**config.mk**
```make
export PLATFORM = sky130hd
export DESIGN_NAME = strobe_vote_sampler
export DESIGN_NICKNAME = d
export VERILOG_FILES = /design/src/rtl/svs_pkg.sv /design/src/rtl/svs_bit_pick.sv /design/src/rtl/svs_vote_cnt.sv /design/src/rtl/svs_ctrl.sv /design/src/rtl/strobe_vote_sampler.sv
export SDC_FILE = /design/constraint.sdc
export NUM_CORES = 1
export LEC_CHECK = 0
export ABC_AREA = 1
export BUFFER_PORTS_ARGS = -buffer_cell sky130_fd_sc_hd__clkbuf_2
export CAP_MARGIN = 10
export CORE_MARGIN = 5
export CORE_UTILIZATION = 45
export DETAILED_ROUTE_END_ITERATION = 8
export PLACE_DENSITY = 0.78
export SLEW_MARGIN = 20
export SYNTH_ARGS = -nofsm -noshare
export SYNTH_HDL_FRONTEND = slang
export SYNTH_HIERARCHICAL = 1
export SYNTH_SLANG_ARGS = --single-unit
export TNS_END_PERCENT = 20
```
**constraint.sdc**
```tcl
create_clock -name clk_i -period 1.3 [get_ports clk_i]
set_input_delay 0.26 -clock clk_i [delete_from_list [all_inputs] [get_ports clk_i]]
set_output_delay 0.26 -clock clk_i [all_outputs]
set_load 0.02 [all_outputs]
```
**src/rtl/svs_pkg.sv**
```systemverilog
package svs_pkg;
  typedef enum logic [2:0] {
    ST_IDLE,
    ST_ISSUE,
    ST_WAIT,
    ST_VOTE,
    ST_FIN
  } svs_state_e;

  // status bit positions per mode; even lane first
  localparam int unsigned RE_EVEN_BIT = 1;
  localparam int unsigned RE_ODD_BIT  = 0;
  localparam int unsigned WS_EVEN_BIT = 9;
  localparam int unsigned WS_ODD_BIT  = 8;
endpackage

```
**src/rtl/svs_bit_pick.sv**
```systemverilog
module svs_bit_pick #(
  parameter int unsigned STATUS_W = 16,
  localparam int unsigned IDX_W = $clog2(STATUS_W)
) (
  input  logic [STATUS_W-1:0] status_i,
  input  logic                mode_wr_i,
  output logic [1:0]          pair_o
);
  import svs_pkg::*;

  logic [IDX_W-1:0] even_idx, odd_idx;

  always_comb begin
    even_idx  = mode_wr_i ? IDX_W'(WS_EVEN_BIT) : IDX_W'(RE_EVEN_BIT);
    odd_idx   = mode_wr_i ? IDX_W'(WS_ODD_BIT)  : IDX_W'(RE_ODD_BIT);
    pair_o[0] = status_i[even_idx];
    pair_o[1] = status_i[odd_idx];
  end
endmodule

```
**src/rtl/svs_vote_cnt.sv**
```systemverilog
module svs_vote_cnt #(
  parameter int unsigned SAMPLE_SIZE = 5,
  localparam int unsigned CNT_W = $clog2(SAMPLE_SIZE + 1)
) (
  input  logic clk_i,
  input  logic rst_ni,
  input  logic clr_i,
  input  logic inc_i,
  input  logic bit_i,
  output logic pass_o
);
  logic [CNT_W-1:0] ones_q;

  always_ff @(posedge clk_i or negedge rst_ni) begin
    if (!rst_ni)             ones_q <= '0;
    else if (clr_i)          ones_q <= '0;
    else if (inc_i && bit_i) ones_q <= ones_q + 1'b1;
  end

  // ones > zeros  <=>  2*ones > SAMPLE_SIZE
  assign pass_o = {ones_q, 1'b0} > (CNT_W + 1)'(SAMPLE_SIZE);
endmodule

```
**src/rtl/svs_ctrl.sv**
```systemverilog
module svs_ctrl #(
  parameter int unsigned SAMPLE_SIZE = 5,
  parameter int unsigned MAX_GROUPS  = 2,
  localparam int unsigned CNT_W = $clog2(SAMPLE_SIZE + 1),
  localparam int unsigned GRP_W = $clog2(MAX_GROUPS + 1)
) (
  input  logic             clk_i,
  input  logic             rst_ni,
  input  logic             start_i,
  input  logic             done_i,
  input  logic [GRP_W-1:0] eff_grp_i,
  output logic             launch_o,
  output logic             req_o,
  output logic             first_o,
  output logic             capture_o,
  output logic             vote_o,
  output logic             fin_o,
  output logic [GRP_W-1:0] grp_o
);
  import svs_pkg::*;

  svs_state_e       state_q;
  logic [CNT_W-1:0] smp_q;
  logic [GRP_W-1:0] grp_q, ngrp_q;
  logic             first_q;

  assign launch_o  = (state_q == ST_IDLE) && start_i;
  assign req_o     = (state_q == ST_ISSUE);
  assign first_o   = req_o && first_q;
  assign capture_o = (state_q == ST_WAIT) && done_i;
  assign vote_o    = (state_q == ST_VOTE);
  assign fin_o     = (state_q == ST_FIN);
  assign grp_o     = grp_q;

  always_ff @(posedge clk_i or negedge rst_ni) begin
    if (!rst_ni) begin
      state_q <= ST_IDLE;
      smp_q   <= '0;
      grp_q   <= '0;
      ngrp_q  <= '0;
      first_q <= 1'b0;
    end else begin
      unique case (state_q)
        ST_IDLE: if (start_i) begin
          smp_q   <= '0;
          grp_q   <= '0;
          ngrp_q  <= eff_grp_i;
          first_q <= 1'b1;
          state_q <= (eff_grp_i == '0) ? ST_FIN : ST_ISSUE;
        end
        ST_ISSUE: begin
          first_q <= 1'b0;
          state_q <= ST_WAIT;
        end
        ST_WAIT: if (done_i) begin
          if (smp_q == CNT_W'(SAMPLE_SIZE - 1)) begin
            smp_q   <= '0;
            state_q <= ST_VOTE;
          end else begin
            smp_q   <= smp_q + 1'b1;
            state_q <= ST_ISSUE;
          end
        end
        ST_VOTE: begin
          if (grp_q == ngrp_q - 1'b1) begin
            state_q <= ST_FIN;
          end else begin
            grp_q   <= grp_q + 1'b1;
            state_q <= ST_ISSUE;
          end
        end
        ST_FIN:  state_q <= ST_IDLE;
        default: state_q <= ST_IDLE;
      endcase
    end
  end
endmodule

```
**src/rtl/strobe_vote_sampler.sv**
```systemverilog
module strobe_vote_sampler #(
  parameter int unsigned SAMPLE_SIZE = 5,
  parameter int unsigned MAX_GROUPS  = 2,
  parameter int unsigned STATUS_W    = 16,
  localparam int unsigned GRP_W  = $clog2(MAX_GROUPS + 1),
  localparam int unsigned LANE_N = 2 * MAX_GROUPS
) (
  input  logic                clk_i,
  input  logic                rst_ni,
  input  logic                start_i,
  input  logic                mode_wr_i,
  input  logic                half_width_i,
  input  logic [GRP_W-1:0]    grp_cnt_i,
  input  logic [STATUS_W-1:0] status_i,
  input  logic                done_i,
  output logic                req_o,
  output logic                op_write_o,
  output logic                first_o,
  output logic [LANE_N-1:0]   lanes_o,
  output logic                done_o
);
  logic [GRP_W-1:0]  req_grp, eff_grp, grp_idx;
  logic              launch, capture, vote, fin;
  logic              mode_q;
  logic [1:0]        pair, pass;
  logic [LANE_N-1:0] res_q;

  always_comb begin
    req_grp = half_width_i ? (grp_cnt_i >> 1) : grp_cnt_i;
    eff_grp = (req_grp > GRP_W'(MAX_GROUPS)) ? GRP_W'(MAX_GROUPS) : req_grp;
  end

  svs_ctrl #(.SAMPLE_SIZE(SAMPLE_SIZE), .MAX_GROUPS(MAX_GROUPS)) u_ctrl (
    .clk_i, .rst_ni, .start_i, .done_i,
    .eff_grp_i (eff_grp),
    .launch_o  (launch),
    .req_o     (req_o),
    .first_o   (first_o),
    .capture_o (capture),
    .vote_o    (vote),
    .fin_o     (fin),
    .grp_o     (grp_idx)
  );

  always_ff @(posedge clk_i or negedge rst_ni) begin
    if (!rst_ni)     mode_q <= 1'b0;
    else if (launch) mode_q <= mode_wr_i;
  end

  svs_bit_pick #(.STATUS_W(STATUS_W)) u_pick (
    .status_i, .mode_wr_i(mode_q), .pair_o(pair)
  );

  for (genvar l = 0; l < 2; l++) begin : g_lane
    svs_vote_cnt #(.SAMPLE_SIZE(SAMPLE_SIZE)) u_cnt (
      .clk_i, .rst_ni,
      .clr_i  (launch || vote),
      .inc_i  (capture),
      .bit_i  (pair[l]),
      .pass_o (pass[l])
    );
  end

  for (genvar g = 0; g < MAX_GROUPS; g++) begin : g_res
    always_ff @(posedge clk_i or negedge rst_ni) begin
      if (!rst_ni)                              res_q[2*g +: 2] <= '0;
      else if (launch)                          res_q[2*g +: 2] <= '0;
      else if (vote && grp_idx == GRP_W'(g))    res_q[2*g +: 2] <= pass;
    end
  end

  assign op_write_o = mode_q;
  assign lanes_o    = res_q;
  assign done_o     = fin;
endmodule

```
Word-level counts from Yosys, hierarchy flattened
Index checks and enable logic that the tools add are counted.

cells by class
  $add $sub $neg = 5
  order comparisons = 5
  equality and inequality tests = 10
  muxes and demuxes = 31
  reduce and logical (&&, ||, !) cells = 23

operators with widths
  operator                                                               number
  3-bit 2-to-1 mux                                                       11
  2-bit 2-to-1 mux                                                       9
  2-bit nonzero test                                                     7
  3-bit one-hot mux with 4 select lines                                  1
  4-bit by 5-bit < comparator with 1-bit output, second input constant   2
  3-bit by 1-bit adder with 3-bit output, second input constant          3
  1-bit binary-select mux with 4-bit select                              2
  4-bit by 3-bit > comparator with 1-bit output, second input constant   2
  4-bit 2-to-1 mux                                                       2
  1-bit logical AND                                                      7
  3-bit by 2-bit equality test with 1-bit output, second input constant  2
  3-bit equality test, second input constant                             2
  2-bit inequality test, second input constant                           3
  3-bit one-hot mux with 2 select lines                                  1
  2-bit AND reduction                                                    3
  3-bit AND reduction                                                    2
  2-bit zero test                                                        2
  2-bit one-hot mux with 2 select lines                                  1
  3-bit by 1-bit equality test with 1-bit output, second input constant  1
  3-bit zero test                                                        1
  1-bit 2-to-1 mux                                                       3
  2-bit by 1-bit adder with 2-bit output, second input constant          1
  2-bit by 1-bit equality test with 1-bit output, second input constant  1
  2-bit equality test                                                    1
  other kinds (4)                                                        4

storage, ports and cells
  register bits after elaboration = 22
  input bits = 24
  output and inout port bits = 8

Depth between registers and ports, before layout
Gate-level depths: netlist (run 1).

  depth after elaboration = 7
  mapped depth = 10

Hierarchy
Netlist (run 1), hierarchy kept.

modules (own cells, without submodules)
  module               instances  cells an instance  area an instance (um^2)  sequential area each (um^2)
  svs_ctrl             1          93                 659.4                    275.3
  svs_vote_cnt         2          21                 158.9                    75.1
  strobe_vote_sampler  1          37                 262.8                    125.1
  svs_bit_pick         1          7                  26.3                     0.0

Least setup slack after synthesis (run 1)
Ideal clock, no wire load.

  path kind = reg-to-output
  start = reg u_ctrl.state_q[1]
  end = out first_o
  data arrival time = 1151 ps
  path slack = -111 ps
  stages on the path, launching flop included = 2
  path buffers = 0
  cells stage by stage = dfrtp_1 -> nor4_1

between the ends
  cells in the longest elaborated chain, start to end = 2

RTL lines
  what                                            RTL line                   RTL
  from (decl)                                     svs_ctrl.sv:22             svs_state_e state_q;
  from (signal assigned)                          svs_ctrl.sv:49             state_q <= (eff_grp_i == '0) ? ST_FIN : ST_ISSUE;
  3-bit by 1-bit equality test with 1-bit output  svs_ctrl.sv:28             assign req_o = (state_q == ST_ISSUE);
  1-bit logical AND                               svs_ctrl.sv:29             assign first_o = req_o && first_q;
  to (decl)                                       strobe_vote_sampler.sv:18  output logic first_o,

Every way passes these cells.

Worst setup path after layout (run 1)
  start = reg u_ctrl.state_q[0]
  end = out first_o

The elaborated chain is that of the path after synthesis.

==> impl_table.tex, run 1 <==
\begin{tabular}{lr}
\hline
Metric & Value \\
\hline
\multicolumn{2}{l}{\textbf{Outcome}} \\
\quad Outcome & finished, violations left \\
\quad Violations in the final reports & negative setup slack \\
\multicolumn{2}{l}{\textbf{Finish}} \\
\quad Area of all placed cells without fillers & $\sim$1700 sq um \\
\quad Final-stage net count & 250 \\
\quad Area of the multi-input gates & 632 sq um \\
\quad Filler cells & 231 \\
\quad Cell Count, Final, Fillers Out & $\sim$250 \\
\quad Ratio of cells with drive above 1 in the final layout & 31.2\% \\
\quad Antenna Cells & 0 \\
\quad Sequential cell area & 552 sq um \\
\quad P\&R area growth vs syn & 31.5\% \\
\multicolumn{2}{l}{\textbf{Synthesis}} \\
\quad Biggest area contributors in the synthesized netlist & sky130\_fd\_sc\_hd\_\_dfrtp\_1 (43\%), sky130\_fd\_sc\_hd\_\_nand2\_1 (16\%), sky130\_fd\_sc\_hd\_\_nand3\_1 (10\%) \\
\quad Post-synth net total & between 200 and 250 \\
\quad Area share of the largest cell type after synthesis & between 40\% and 50\% \\
\quad Seq/Total Area, Yosys & between 40\% and 50\% \\
\quad Total number of yosys warnings & 6 \\
\quad Number of enable flip-flop cells after synthesis & 0 \\
\quad Post-Synthesis Mean Instance Area & just over 7 sq um \\
\quad Flop and latch count out of synthesis & 22 \\
\quad Most frequently used flop master after synthesis & sky130\_fd\_sc\_hd\_\_dfrtp\_1 \\
\quad Post-Synthesis Cells & about 180 \\
\quad Post-synth top area cell & sky130\_fd\_sc\_hd\_\_dfrtp\_1 \\
\quad Synth top cells by count & sky130\_fd\_sc\_hd\_\_nand2\_1 (53), sky130\_fd\_sc\_hd\_\_inv\_1 (27), sky130\_fd\_sc\_hd\_\_nand3\_1 (26), sky130\_fd\_sc\_hd\_\_dfrtp\_1 (22), sky130\_fd\_sc\_hd\_\_nor2\_1 (13) \\
\quad Most frequent cell after synthesis & sky130\_fd\_sc\_hd\_\_nand2\_1 \\
\quad Library cells used by synthesis & 19 \\
\quad Mapped cell area & about 1300 sq um \\
\quad Share of async-settable or async-resettable flops after synthesis & 100\% \\
\multicolumn{2}{l}{\textbf{Global routing}} \\
\quad Pin count of the biggest net entering global routing & 23 \\
\quad Wire length of the first global-routing pass & roughly 4.6 mm \\
\quad Overall Global Routing Usage & 14.2\% \\
\quad Number of antenna violations at the first check in global routing & 0 \\
\quad Global route total overflow & 0 \\
\quad Vias in the first global route & about 1100 \\
\multicolumn{2}{l}{\textbf{Place}} \\
\quad Number of buffers added on ports & 19 \\
\quad Final weighted congestion of routability-driven global placement & around 0.80 \\
\quad Total cell area at the placement stage & between 1500 and 2000 sq um \\
\quad Final HPWL from detailed placement & around 1.9 mm \\
\quad Number of cells in the design after placement & about 240 \\
\multicolumn{2}{l}{\textbf{Timing}} \\
\quad Count of pins over their slew limit & 0 \\
\quad Final critical-path required period & $\sim$1500 ps \\
\quad Largest clock skew in the final design & 1.43 ps \\
\quad Min setup slack post-route & -249 ps \\
\quad Total count of hold-check failures in the final report & 0 \\
\quad Highest achievable clock rate & 645 MHz \\
\quad RSZ-0062 raised after global routing & yes \\
\quad Post-route clock period utilization & 119\% \\
\quad Final count of negative-setup-slack endpoints & 22 \\
\quad Worst rel slew slack & roughly 64\% \\
\quad Slew of the pin with the lowest slew margin & around 540 ps \\
\multicolumn{2}{l}{\textbf{Pwr}} \\
\quad Max VDD drop & around 1.1 mV \\
\quad Pwr per Cell Area & between 1500 and 2000 nW/um\^{}2 \\
\quad Total power & between 0.002 and 0.003 W \\
\quad Leakage dissipation & around 0.94 nW \\
\multicolumn{2}{l}{\textbf{Routing}} \\
\quad Highest metal used & met4 \\
\quad Number of vias after detailed routing & 1203 \\
\quad Detail Route Antenna Nets & 0 \\
\quad Number of iterations in the first detailed-routing pass & 4 \\
\quad Post-detailed-route DRC marker count & 0 \\
\quad Met2 Routed Length & 1.20 mm \\
\quad Number of DRC markers after the initial detailed-route iteration & between 50 and 60 \\
\quad Met1 Routed Length & 1.20 mm \\
\quad Detail-routed net length per standard cell & 10.1 um \\
\quad Drt via density & between 4 and 5 \\
\quad Met3 Wirelength & $\sim$76 um \\
\quad Routed Wire Length & between 2 and 3 mm \\
\multicolumn{2}{l}{\textbf{Critical path}} \\
\quad Data arrival, critical path & roughly 1300 ps \\
\quad Peak per-stage delay on the critical path & around 400 ps \\
\quad Library cell contributing the largest single delay on the critical path & sky130\_fd\_sc\_hd\_\_dfrtp\_1 \\
\quad Kind of end point of the critical path & primary output \\
\quad Required time at the worst-slack endpoint & 1040 ps \\
\quad Startpoint-to-endpoint class of the critical path & reg -> out \\
\quad Critical path fanouts, max & 3 \\
\quad Category of the worst setup path launch point & register \\
\quad Critical Path, Cell by Cell & inv\_2 -> buf\_6 -> nor4\_4 -> clkbuf\_8 \\
\multicolumn{2}{l}{\textbf{Floorplan}} \\
\quad Initial core utilization & between 40 and 50\% \\
\quad Top-level port count & 32 \\
\quad Core area & $\sim$2700 sq um \\
\quad DIE HEIGHT & around 63 um \\
\quad Die Area & approximately 4000 sq um \\
\quad Row count & 19 \\
\quad Floorplan die width & 63.0 um \\
\multicolumn{2}{l}{\textbf{Clock network}} \\
\quad CTS sink cnt & 22 \\
\quad Inserted Clock Buffers & 3 \\
\quad Clock-pin transition on the worst setup and hold timing paths & around 130 ps \\
\quad Total number of H-tree levels & 1 \\
\quad Cell at the root of the clock tree & sky130\_fd\_sc\_hd\_\_clkbuf\_4 \\
\quad Clock tree buffer depth & 2 \\
\quad CTS tree & built \\
\quad Clock latency of the later-clocked register in the worst-skew pair & approximately 320 ps \\
\multicolumn{2}{l}{\textbf{Flow run}} \\
\quad Count of maximum capacitance violations & 0 \\
\multicolumn{2}{l}{\textbf{Min path}} \\
\quad Worst min-delay path category & in -> reg \\
\hline
\end{tabular}
-- critical path: cells and delay by family, from the launching register on --
family / cells / cell delay (ps)
flip-flops: 1 / 400
AND/OR/NAND/NOR: 1 / 200
buffers and inverters: 3 / 370
-- cells in the final DEF, fill, tap and decap left out --
cell,count
sky130_fd_sc_hd__a21oi_1,3
sky130_fd_sc_hd__buf_4,16
sky130_fd_sc_hd__nor3_4,1
sky130_fd_sc_hd__dfrtp_2,1
sky130_fd_sc_hd__buf_6,3
sky130_fd_sc_hd__nor3_2,1
sky130_fd_sc_hd__dfrtp_1,21
sky130_fd_sc_hd__inv_2,11
sky130_fd_sc_hd__nor2_2,3
sky130_fd_sc_hd__nand2_1,50
sky130_fd_sc_hd__o21ai_1,8
sky130_fd_sc_hd__clkbuf_4,3
sky130_fd_sc_hd__dlygate4sd3_1,1
sky130_fd_sc_hd__or2_2,1
sky130_fd_sc_hd__clkbuf_2,16
sky130_fd_sc_hd__inv_1,25
sky130_fd_sc_hd__nand3_2,4
sky130_fd_sc_hd__nand2_4,1
sky130_fd_sc_hd__nand3_1,24
sky130_fd_sc_hd__nor4_4,1
sky130_fd_sc_hd__nand2_2,4
sky130_fd_sc_hd__o21ai_0,2
sky130_fd_sc_hd__ha_1,4
sky130_fd_sc_hd__nor2_1,12
sky130_fd_sc_hd__nand4_1,1
sky130_fd_sc_hd__clkbuf_8,3
sky130_fd_sc_hd__xnor2_1,1
-- where the power goes --
group          total [W]  switching, W  internal, W
Combinational    0.00145      0.000814     0.000640
Sequential      0.000970      0.000142     0.000828
Clock           0.000394      0.000223     0.000171
-- final cells by class --
type | instances | share of cell area [%]
clock buffer | 4 | 2.18
inverter | 36 | 8.11
multi-input combinational | 121 | 37.9
sequential | 22 | 33.1
tap | 31 | 2.33
timing repair buffer | 38 | 16.3
-- path summary, 6_finish.rpt --
| kind | start | to | slack (ps) | depth (start not counted) |
|---|---|---|---|---|
| worst max-delay path | u_ctrl/state_q[0] | first_o | -250 | 4 |
| worst min-delay path | mode_wr_i | op_write_o | 140 | 3 |
| worst max register to register | u_ctrl/state_q[1] | u_ctrl/grp_o[0] | -140 | 10 |
| worst min register to register | lanes_o[0] | lanes_o[0] | 520 | 2 |
| max in group asynchronous | rst_ni | u_ctrl/state_q[1] | 480 | 2 |
| min in group asynchronous | rst_ni | g_lane[0].u_cnt/ones_q[2] | 430 | 2 |
-- routing by layer --
metal,up-vias,track usage (%)
met2,22,23.2
met5,-,0
met1,534,18.4
met4,0,6.37
li1,642,-
met3,5,2.16
-- logic make-up (layout without fill, tap and decap cells) --
group / count (synthesis) / after routing / synth area share, %
buffers and inverters: 36 / 78 / 10.7
XOR/XNOR: 1 / 1 / 0.692
adder cells (fa/ha/maj): 4 / 4 / 3.95
AND/OR/NAND/NOR: 103 / 103 / 36.1
flip-flops: 22 / 22 / 43.5
AO/OA/AOI/OAI: 13 / 13 / 5.14
-- registers in the layout, summed over array words and instances, names as in the netlist --
| signal | count |
|---|---|
| g_lane.u_cnt/ones_q | 6 |
| lanes_o | 4 |
| u_ctrl/smp_q | 3 |
| u_ctrl/state_q | 3 |
| u_ctrl/grp_o | 2 |
| u_ctrl/ngrp_q | 2 |
| op_write_o | 1 |
| u_ctrl/first_q | 1 |
-- what timing repair did --
item                                    in CTS  in global routing
hold buffers                                 1                  0
resized for setup                           20                  3
pin swaps                                    2                  1
buffers inserted                             2                  1
hold endpoints to repair                    22                  0
endpoints found under the setup margin      12                 25
-- through the flow --
| step | util [%] | hold slack (ps) | TNS (ps) | setup slack (ps) |
|---|---|---|---|---|
| final | 60.9 | 138 | -2370 | -249 |
| after global routing | 60.9 | 148 | -4700 | -290 |
| after CTS | 60.5 | 134 | -1730 | -235 |
| after detailed placement | 55.6 | 276 | -95.7 | -24.8 |
| after global placement | 55.6 | 273 | -43.5 | -14.7 |
| after floorplan | - | -35.6 | -308 | -54.2 |
(Power assumes the default switching activity.)
==> run 2: changes to the inputs <==
SKIP_LAST_GASP = 1   (was unset)
==> impl_table.tex, run 2 (synthesized netlist as in run 1, its figures left out) <==
\begin{tabular}{lr}
\hline
Metric & Value \\
\hline
\multicolumn{2}{l}{\textbf{Outcome}} \\
\quad Outcome & finished, violations left \\
\quad Violations in the final reports & negative setup slack \\
\multicolumn{2}{l}{\textbf{Critical path}} \\
\quad Setup slack of the most critical reg-to-reg path & -100 ps \\
\quad Startpoint of the worst-slack reg-to-reg timing path & u\_ctrl/state\_q[2] \\
\quad Category of the worst setup path launch point & register \\
\quad Number of cells on the critical path & 4 \\
\quad Reg-to-Reg End & g\_lane[0].u\_cnt/ones\_q[1] \\
\quad Startpoint-to-endpoint class of the critical path & reg -> out \\
\quad Critical path fanouts, max & 3 \\
\quad CP top delay family & flip-flops \\
\quad Data arrival, critical path & roughly 1300 ps \\
\quad Library cell contributing the largest single delay on the critical path & sky130\_fd\_sc\_hd\_\_dfrtp\_1 \\
\quad Kind of end point of the critical path & primary output \\
\quad Peak per-stage delay on the critical path & 400 ps \\
\quad Crit path buffers/inverters & 3 \\
\quad Logic depth of the worst register-to-register path & 8 \\
\quad Required time at the worst-slack endpoint & roughly 1000 ps \\
\quad Critical Path, Cell by Cell & inv\_2 -> buf\_6 -> nor3\_4 -> clkbuf\_8 \\
\multicolumn{2}{l}{\textbf{Timing}} \\
\quad Hold slack & between 100 and 150 ps \\
\quad Final count of negative-setup-slack endpoints & 22 \\
\quad Total count of hold-check failures in the final report & 0 \\
\quad Slew of the pin with the lowest slew margin & 541 ps \\
\quad Post-route clock period utilization & 116\% \\
\quad Count of pins over their slew limit & 0 \\
\quad Largest clock skew in the final design & between 5 and 6 ps \\
\quad RSZ-0062 raised after global routing & yes \\
\quad Setup TNS after final layout & -1960 ps \\
\quad Min setup slack post-route & -206 ps \\
\quad Worst rel slew slack & a little under two thirds \\
\quad Final critical-path required period & roughly 1500 ps \\
\quad Highest achievable clock rate & between 600 and 700 MHz \\
\multicolumn{2}{l}{\textbf{Routing}} \\
\quad Routed Wire Length & between 2 and 3 mm \\
\quad Number of vias after detailed routing & approximately 1200 \\
\quad Number of DRC markers after the initial detailed-route iteration & 58 \\
\quad Drt via density & roughly 4.7 \\
\quad Number of iterations in the first detailed-routing pass & 5 \\
\quad Detail-routed net length per standard cell & roughly 10 um \\
\quad Detail Route Antenna Nets & 0 \\
\quad Post-detailed-route DRC marker count & 0 \\
\multicolumn{2}{l}{\textbf{Place}} \\
\quad Final HPWL from detailed placement & around 1.9 mm \\
\quad Number of buffers added on ports & 19 \\
\quad Setup slack at placement & -24.8 ps \\
\quad Final weighted congestion of routability-driven global placement & 0.801 \\
\quad Total cell area at the placement stage & $\sim$1500 sq um \\
\multicolumn{2}{l}{\textbf{Clock network}} \\
\quad Cell at the root of the clock tree & sky130\_fd\_sc\_hd\_\_clkbuf\_4 \\
\quad Total number of H-tree levels & 1 \\
\quad Clock latency of the later-clocked register in the worst-skew pair & between 300 and 400 ps \\
\quad Clock tree buffer depth & 2 \\
\quad Clock-pin transition on the worst setup and hold timing paths & around 130 ps \\
\quad Inserted Clock Buffers & 3 \\
\quad CTS tree & built \\
\quad CTS sink cnt & 22 \\
\multicolumn{2}{l}{\textbf{Flow run}} \\
\quad Count of maximum capacitance violations & 0 \\
\multicolumn{2}{l}{\textbf{Finish}} \\
\quad Register bank with the most flops & g\_lane.u\_cnt/ones\_q \\
\quad Flip-flop count of the largest register after layout & 6 \\
\quad Area of all placed cells without fillers & roughly 1700 sq um \\
\quad P\&R area growth vs syn & 31.0\% \\
\quad Leading cell type in the layout, fill and taps excluded & sky130\_fd\_sc\_hd\_\_nand2\_1 \\
\quad Ratio of cells with drive above 1 in the final layout & about 29\% \\
\quad Final-stage net count & 250 \\
\quad Antenna Cells & 0 \\
\quad Leading cell types in the layout, fill and taps excluded & sky130\_fd\_sc\_hd\_\_nand2\_1 (51), sky130\_fd\_sc\_hd\_\_inv\_1 (26), sky130\_fd\_sc\_hd\_\_nand3\_1 (25) \\
\quad Final Core Density & between 60\% and 70\% \\
\multicolumn{2}{l}{\textbf{Min path}} \\
\quad Worst hold path cell count & 3 \\
\quad Beginning of the worst hold path & mode\_wr\_i \\
\quad Worst-case hold path end point & op\_write\_o \\
\quad Worst min-delay path category & in -> reg \\
\multicolumn{2}{l}{\textbf{Pwr}} \\
\quad Leakage dissipation & 0.939 nW \\
\quad Pwr per Cell Area & between 1500 and 2000 nW/um\^{}2 \\
\quad Max VDD drop & around 1.2 mV \\
\multicolumn{2}{l}{\textbf{Floorplan}} \\
\quad Initial core utilization & between 40\% and 50\% \\
\quad DIE HEIGHT & about 63 um \\
\quad Core area & 2730 sq um \\
\quad Die Area & around 4000 sq um \\
\quad Top-level port count & 32 \\
\quad Floorplan die width & roughly 63 um \\
\quad Row count & 19 \\
\multicolumn{2}{l}{\textbf{Global routing}} \\
\quad Overall Global Routing Usage & between 10 and 15\% \\
\quad Global route total overflow & 0 \\
\quad Pin count of the biggest net entering global routing & 23 \\
\quad Number of antenna violations at the first check in global routing & 0 \\
\quad Vias in the first global route & between 1000 and 1500 \\
\quad Wire length of the first global-routing pass & roughly 4.6 mm \\
\hline
\end{tabular}
-- run 2: layout make-up --
| cell class | count | area [sq um] |
|---|---|---|
| fillers | 234 | 1070 |
| repair buffers | 38 | 275 |
| flip-flops and latches | 22 | 552 |
| inverters | 36 | 135 |
| clock buffers | 4 | 36.3 |
| multi-input cells | 121 | 622 |
| well taps | 31 | 38.8 |
-- run 2: power by group --
| group | internal (W) | switching, W | total [W] |
|---|---|---|---|
| sequential | 0.000828 | 0.000138 | 0.000966 |
| clock | 0.000171 | 0.000210 | 0.000381 |
| combinational | 0.000629 | 0.000814 | 0.00144 |
| total | 0.00163 | 0.00116 | 0.00279 |
-- run 2: how the worst max path moves through the flow --
stage / from / slack, ps / to
finish: u_ctrl/state_q[0] / -210 / req_o
global route: u_ctrl/state_q[2] / -270 / first_o
CTS: u_ctrl/state_q[0] / -240 / first_o
detailed placement: u_ctrl/state_q[2] / -20 / g_lane[1].u_cnt/ones_q[1]
global placement: u_ctrl/state_q[2] / -10 / g_lane[0].u_cnt/ones_q[1]
floorplan: u_ctrl/state_q[0] / -50 / g_lane[0].u_cnt/ones_q[0]
-- run 2: stage by stage --
| stage | cells | power, W |
|---|---|---|
| floorplan | 179 | 0.00171 |
| global placement | 244 | 0.00215 |
| detailed placement | 244 | 0.00218 |
| CTS | 251 | 0.00273 |
| global route | 252 | 0.00303 |
| finish | 252 | 0.00279 |
-- run 2: layer usage --
metal / part of all wire, % / GRT usage (%)
met5: 0 / 0
met4: 0.70 / 5.57
met3: 2.9 / 2.16
met2: 49 / 23.2
met1: 47 / 18.4
-- run 2: worst register-to-register path: cells and delay by family (launching register included) --
kind | cells | cell delay (ps)
flops | 1 | 420
buf+inv | 3 | 400
simple gates | 4 | 460
compound gates | 1 | 70
-- run 2: what timing repair did --
item | 4_1_cts | 5_1_grt
endpoints found under the hold margin | 22 | 0
hold buffers | 1 | 0
setup buffers | 2 | 1
resized for setup | 13 | 5
pin swaps | 2 | 3
setup endpoints to repair | 12 | 25
==> run 3: changes to the inputs <==
PLACE_DENSITY = 0.75   (was 0.78)
clock period = 1.73 ns   (was 1.3 ns; I/O delays follow)
==> impl_table.tex, run 3 (synthesized netlist as in run 1, its figures left out) <==
\begin{tabular}{lr}
\hline
Metric & Value \\
\hline
\multicolumn{2}{l}{\textbf{Pwr}} \\
\quad Pwr per Cell Area & around 1200 nW/um\^{}2 \\
\quad Max VDD drop & between 0.6 and 0.7 mV \\
\quad Leakage dissipation & about 0.83 nW \\
\multicolumn{2}{l}{\textbf{Timing}} \\
\quad Slew of the pin with the lowest slew margin & roughly 550 ps \\
\quad Highest achievable clock rate & about 600 MHz \\
\quad Worst rel slew slack & a little under two thirds \\
\quad Largest clock skew in the final design & about 4.7 ps \\
\quad Setup TNS after final layout & 0 ps \\
\quad Final critical-path required period & about 1700 ps \\
\quad Count of pins over their slew limit & 0 \\
\quad Final count of negative-setup-slack endpoints & 0 \\
\quad Min setup slack post-route & $\sim$60 ps \\
\quad Post-route clock period utilization & 96.4\% \\
\quad RSZ-0062 raised after global routing & yes \\
\quad Total count of hold-check failures in the final report & 0 \\
\multicolumn{2}{l}{\textbf{Global routing}} \\
\quad Pin count of the biggest net entering global routing & 23 \\
\quad Wire length of the first global-routing pass & between 4 and 5 mm \\
\quad Global route total overflow & 0 \\
\quad Number of antenna violations at the first check in global routing & 0 \\
\quad Overall Global Routing Usage & 12.3\% \\
\quad Vias in the first global route & 982 \\
\multicolumn{2}{l}{\textbf{Clock network}} \\
\quad Clock tree buffer depth & 2 \\
\quad Count of buffers added by post-CTS timing repair for setup & 0 \\
\quad Total number of H-tree levels & 1 \\
\quad Number of buffers inserted for hold repair after clock tree synthesis & 0 \\
\quad Inserted Clock Buffers & 3 \\
\quad Clock-pin transition on the worst setup and hold timing paths & $\sim$120 ps \\
\quad Clock latency of the later-clocked register in the worst-skew pair & approximately 300 ps \\
\quad CTS tree & built \\
\quad Cell at the root of the clock tree & sky130\_fd\_sc\_hd\_\_clkbuf\_4 \\
\quad CTS sink cnt & 22 \\
\quad Post-CTS sizing & 0 \\
\multicolumn{2}{l}{\textbf{Critical path}} \\
\quad Required time at the worst-slack endpoint & between 1000 and 1500 ps \\
\quad Startpoint of the worst-slack reg-to-reg timing path & u\_ctrl/state\_q[1] \\
\quad Crit path buffers/inverters & 1 \\
\quad Library cell contributing the largest single delay on the critical path & sky130\_fd\_sc\_hd\_\_dfrtp\_1 \\
\quad Data arrival, critical path & roughly 1300 ps \\
\quad End of the critical path & req\_o \\
\quad Category of the worst setup path launch point & register \\
\quad Critical Path Start & u\_ctrl/state\_q[1] \\
\quad Critical Path, Cell by Cell & nor3\_1 -> clkbuf\_2 \\
\quad CP top delay family & flip-flops \\
\quad Number of cells on the critical path & 2 \\
\quad Peak per-stage delay on the critical path & 470 ps \\
\quad Kind of end point of the critical path & primary output \\
\quad Logic depth of the worst register-to-register path & 10 \\
\quad Reg-to-Reg End & g\_lane[1].u\_cnt/ones\_q[0] \\
\quad Startpoint-to-endpoint class of the critical path & reg -> out \\
\quad Critical path fanouts, max & 7 \\
\quad Setup slack of the most critical reg-to-reg path & about 190 ps \\
\multicolumn{2}{l}{\textbf{Floorplan}} \\
\quad DIE HEIGHT & approximately 63 um \\
\quad Top-level port count & 32 \\
\quad Row count & 19 \\
\quad Core area & $\sim$2700 sq um \\
\quad Die Area & a little under 4000 sq um \\
\quad Floorplan die width & between 60 and 70 um \\
\quad Initial core utilization & between 40\% and 50\% \\
\multicolumn{2}{l}{\textbf{Routing}} \\
\quad Number of DRC markers after the initial detailed-route iteration & 37 \\
\quad Number of iterations in the first detailed-routing pass & 4 \\
\quad Post-detailed-route DRC marker count & 0 \\
\quad Detail-routed net length per standard cell & approximately 10 um \\
\quad Routed Wire Length & between 2 and 2.5 mm \\
\quad Detail Route Antenna Nets & 0 \\
\quad Drt via density & between 4 and 5 \\
\quad Number of vias after detailed routing & approximately 1100 \\
\multicolumn{2}{l}{\textbf{Place}} \\
\quad Number of buffers added on ports & 19 \\
\quad Total cell area at the placement stage & approximately 1400 sq um \\
\quad Setup slack at placement & around 210 ps \\
\quad Final HPWL from detailed placement & approximately 1.8 mm \\
\quad Final weighted congestion of routability-driven global placement & 0.818 \\
\multicolumn{2}{l}{\textbf{Finish}} \\
\quad Leading cell types in the layout, fill and taps excluded & sky130\_fd\_sc\_hd\_\_nand2\_1 (53), sky130\_fd\_sc\_hd\_\_inv\_1 (27), sky130\_fd\_sc\_hd\_\_nand3\_1 (26) \\
\quad Ratio of cells with drive above 1 in the final layout & 19.3\% \\
\quad Leading cell type in the layout, fill and taps excluded & sky130\_fd\_sc\_hd\_\_nand2\_1 \\
\quad Area of all placed cells without fillers & around 1400 sq um \\
\quad Antenna Cells & 0 \\
\quad Flip-flop count of the largest register after layout & 6 \\
\quad Final Core Density & 52.5\% \\
\quad Final-stage net count & around 230 \\
\quad P\&R area growth vs syn & 13.4\% \\
\quad Register bank with the most flops & g\_lane.u\_cnt/ones\_q \\
\multicolumn{2}{l}{\textbf{Outcome}} \\
\quad Outcome & completed \\
\multicolumn{2}{l}{\textbf{Min path}} \\
\quad Worst min-delay path category & in -> async \\
\multicolumn{2}{l}{\textbf{Flow run}} \\
\quad Count of maximum capacitance violations & 0 \\
\hline
\end{tabular}
==> run 3: changes by cell type in the layout (fill, tap and decap cells not counted), sizes merged <==
cell	change
buf	-18
dlygate4sd3	-1
==> run 3: how the worst min path moves through the flow <==
stage | startpoint | to | depth (start not counted)
after detailed placement | rst_ni | g_lane[1].u_cnt/ones_q[2] | 1
after global placement | rst_ni | g_lane[1].u_cnt/ones_q[2] | 1
final | rst_ni | g_lane[1].u_cnt/ones_q[1] | 1
after CTS | rst_ni | g_lane[1].u_cnt/ones_q[2] | 1
after floorplan | rst_ni | g_lane[0].u_cnt/ones_q[0] | 0
after global routing | rst_ni | g_lane[1].u_cnt/ones_q[2] | 1
==> run 3: layout make-up <==
| class | count | area (sq um) |
|---|---|---|
| fillers | 257 | 1300 |
| inverters | 36 | 135 |
| clock buffers | 4 | 36.3 |
| flip-flops and latches | 22 | 551 |
| multi-input cells | 121 | 581 |
| repair buffers | 19 | 95.1 |
| well taps | 31 | 38.8 |
==> run 3: per-stage QoR <==
step | instances | hold slack (ps) | total power, W
after floorplan | 179 | 50.4 | 0.00128
after global placement | 229 | 365 | 0.00145
after detailed placement | 229 | 366 | 0.00145
after CTS | 233 | 17.1 | 0.00174
after global routing | 233 | 34.1 | 0.00191
final | 233 | 0.546 | 0.00172
==> run 3: metal layers <==
layer / routed length (um) / vias to the layer above / global-route usage (%)
li1: - / 605 / -
met3: 44 / 2 / 1.80
met1: 1160 / 498 / 16.5
met2: 1070 / 7 / 20.3
met4: 21 / 0 / 3.98
met5: 0 / - / 0
==> run 3: worst reg2reg max path: cells and delay by family, from the launching register on <==
family	cells	cell delay, ps
flip-flops	1	480
buffers and inverters	5	470
AND/OR/NAND/NOR	4	390
AO/OA/AOI/OAI	1	130
==> run 3: where the power goes <==
part / switching (W) / leakage (nW) / total (W) / internal (W)
clock: 0.000154 / 0.0210 / 0.000282 / 0.000128
sequential: 0.000106 / 0.297 / 0.000726 / 0.000621
combinational: 0.000489 / 0.511 / 0.000715 / 0.000227
total: 0.000749 / 0.829 / 0.00172 / 0.000975
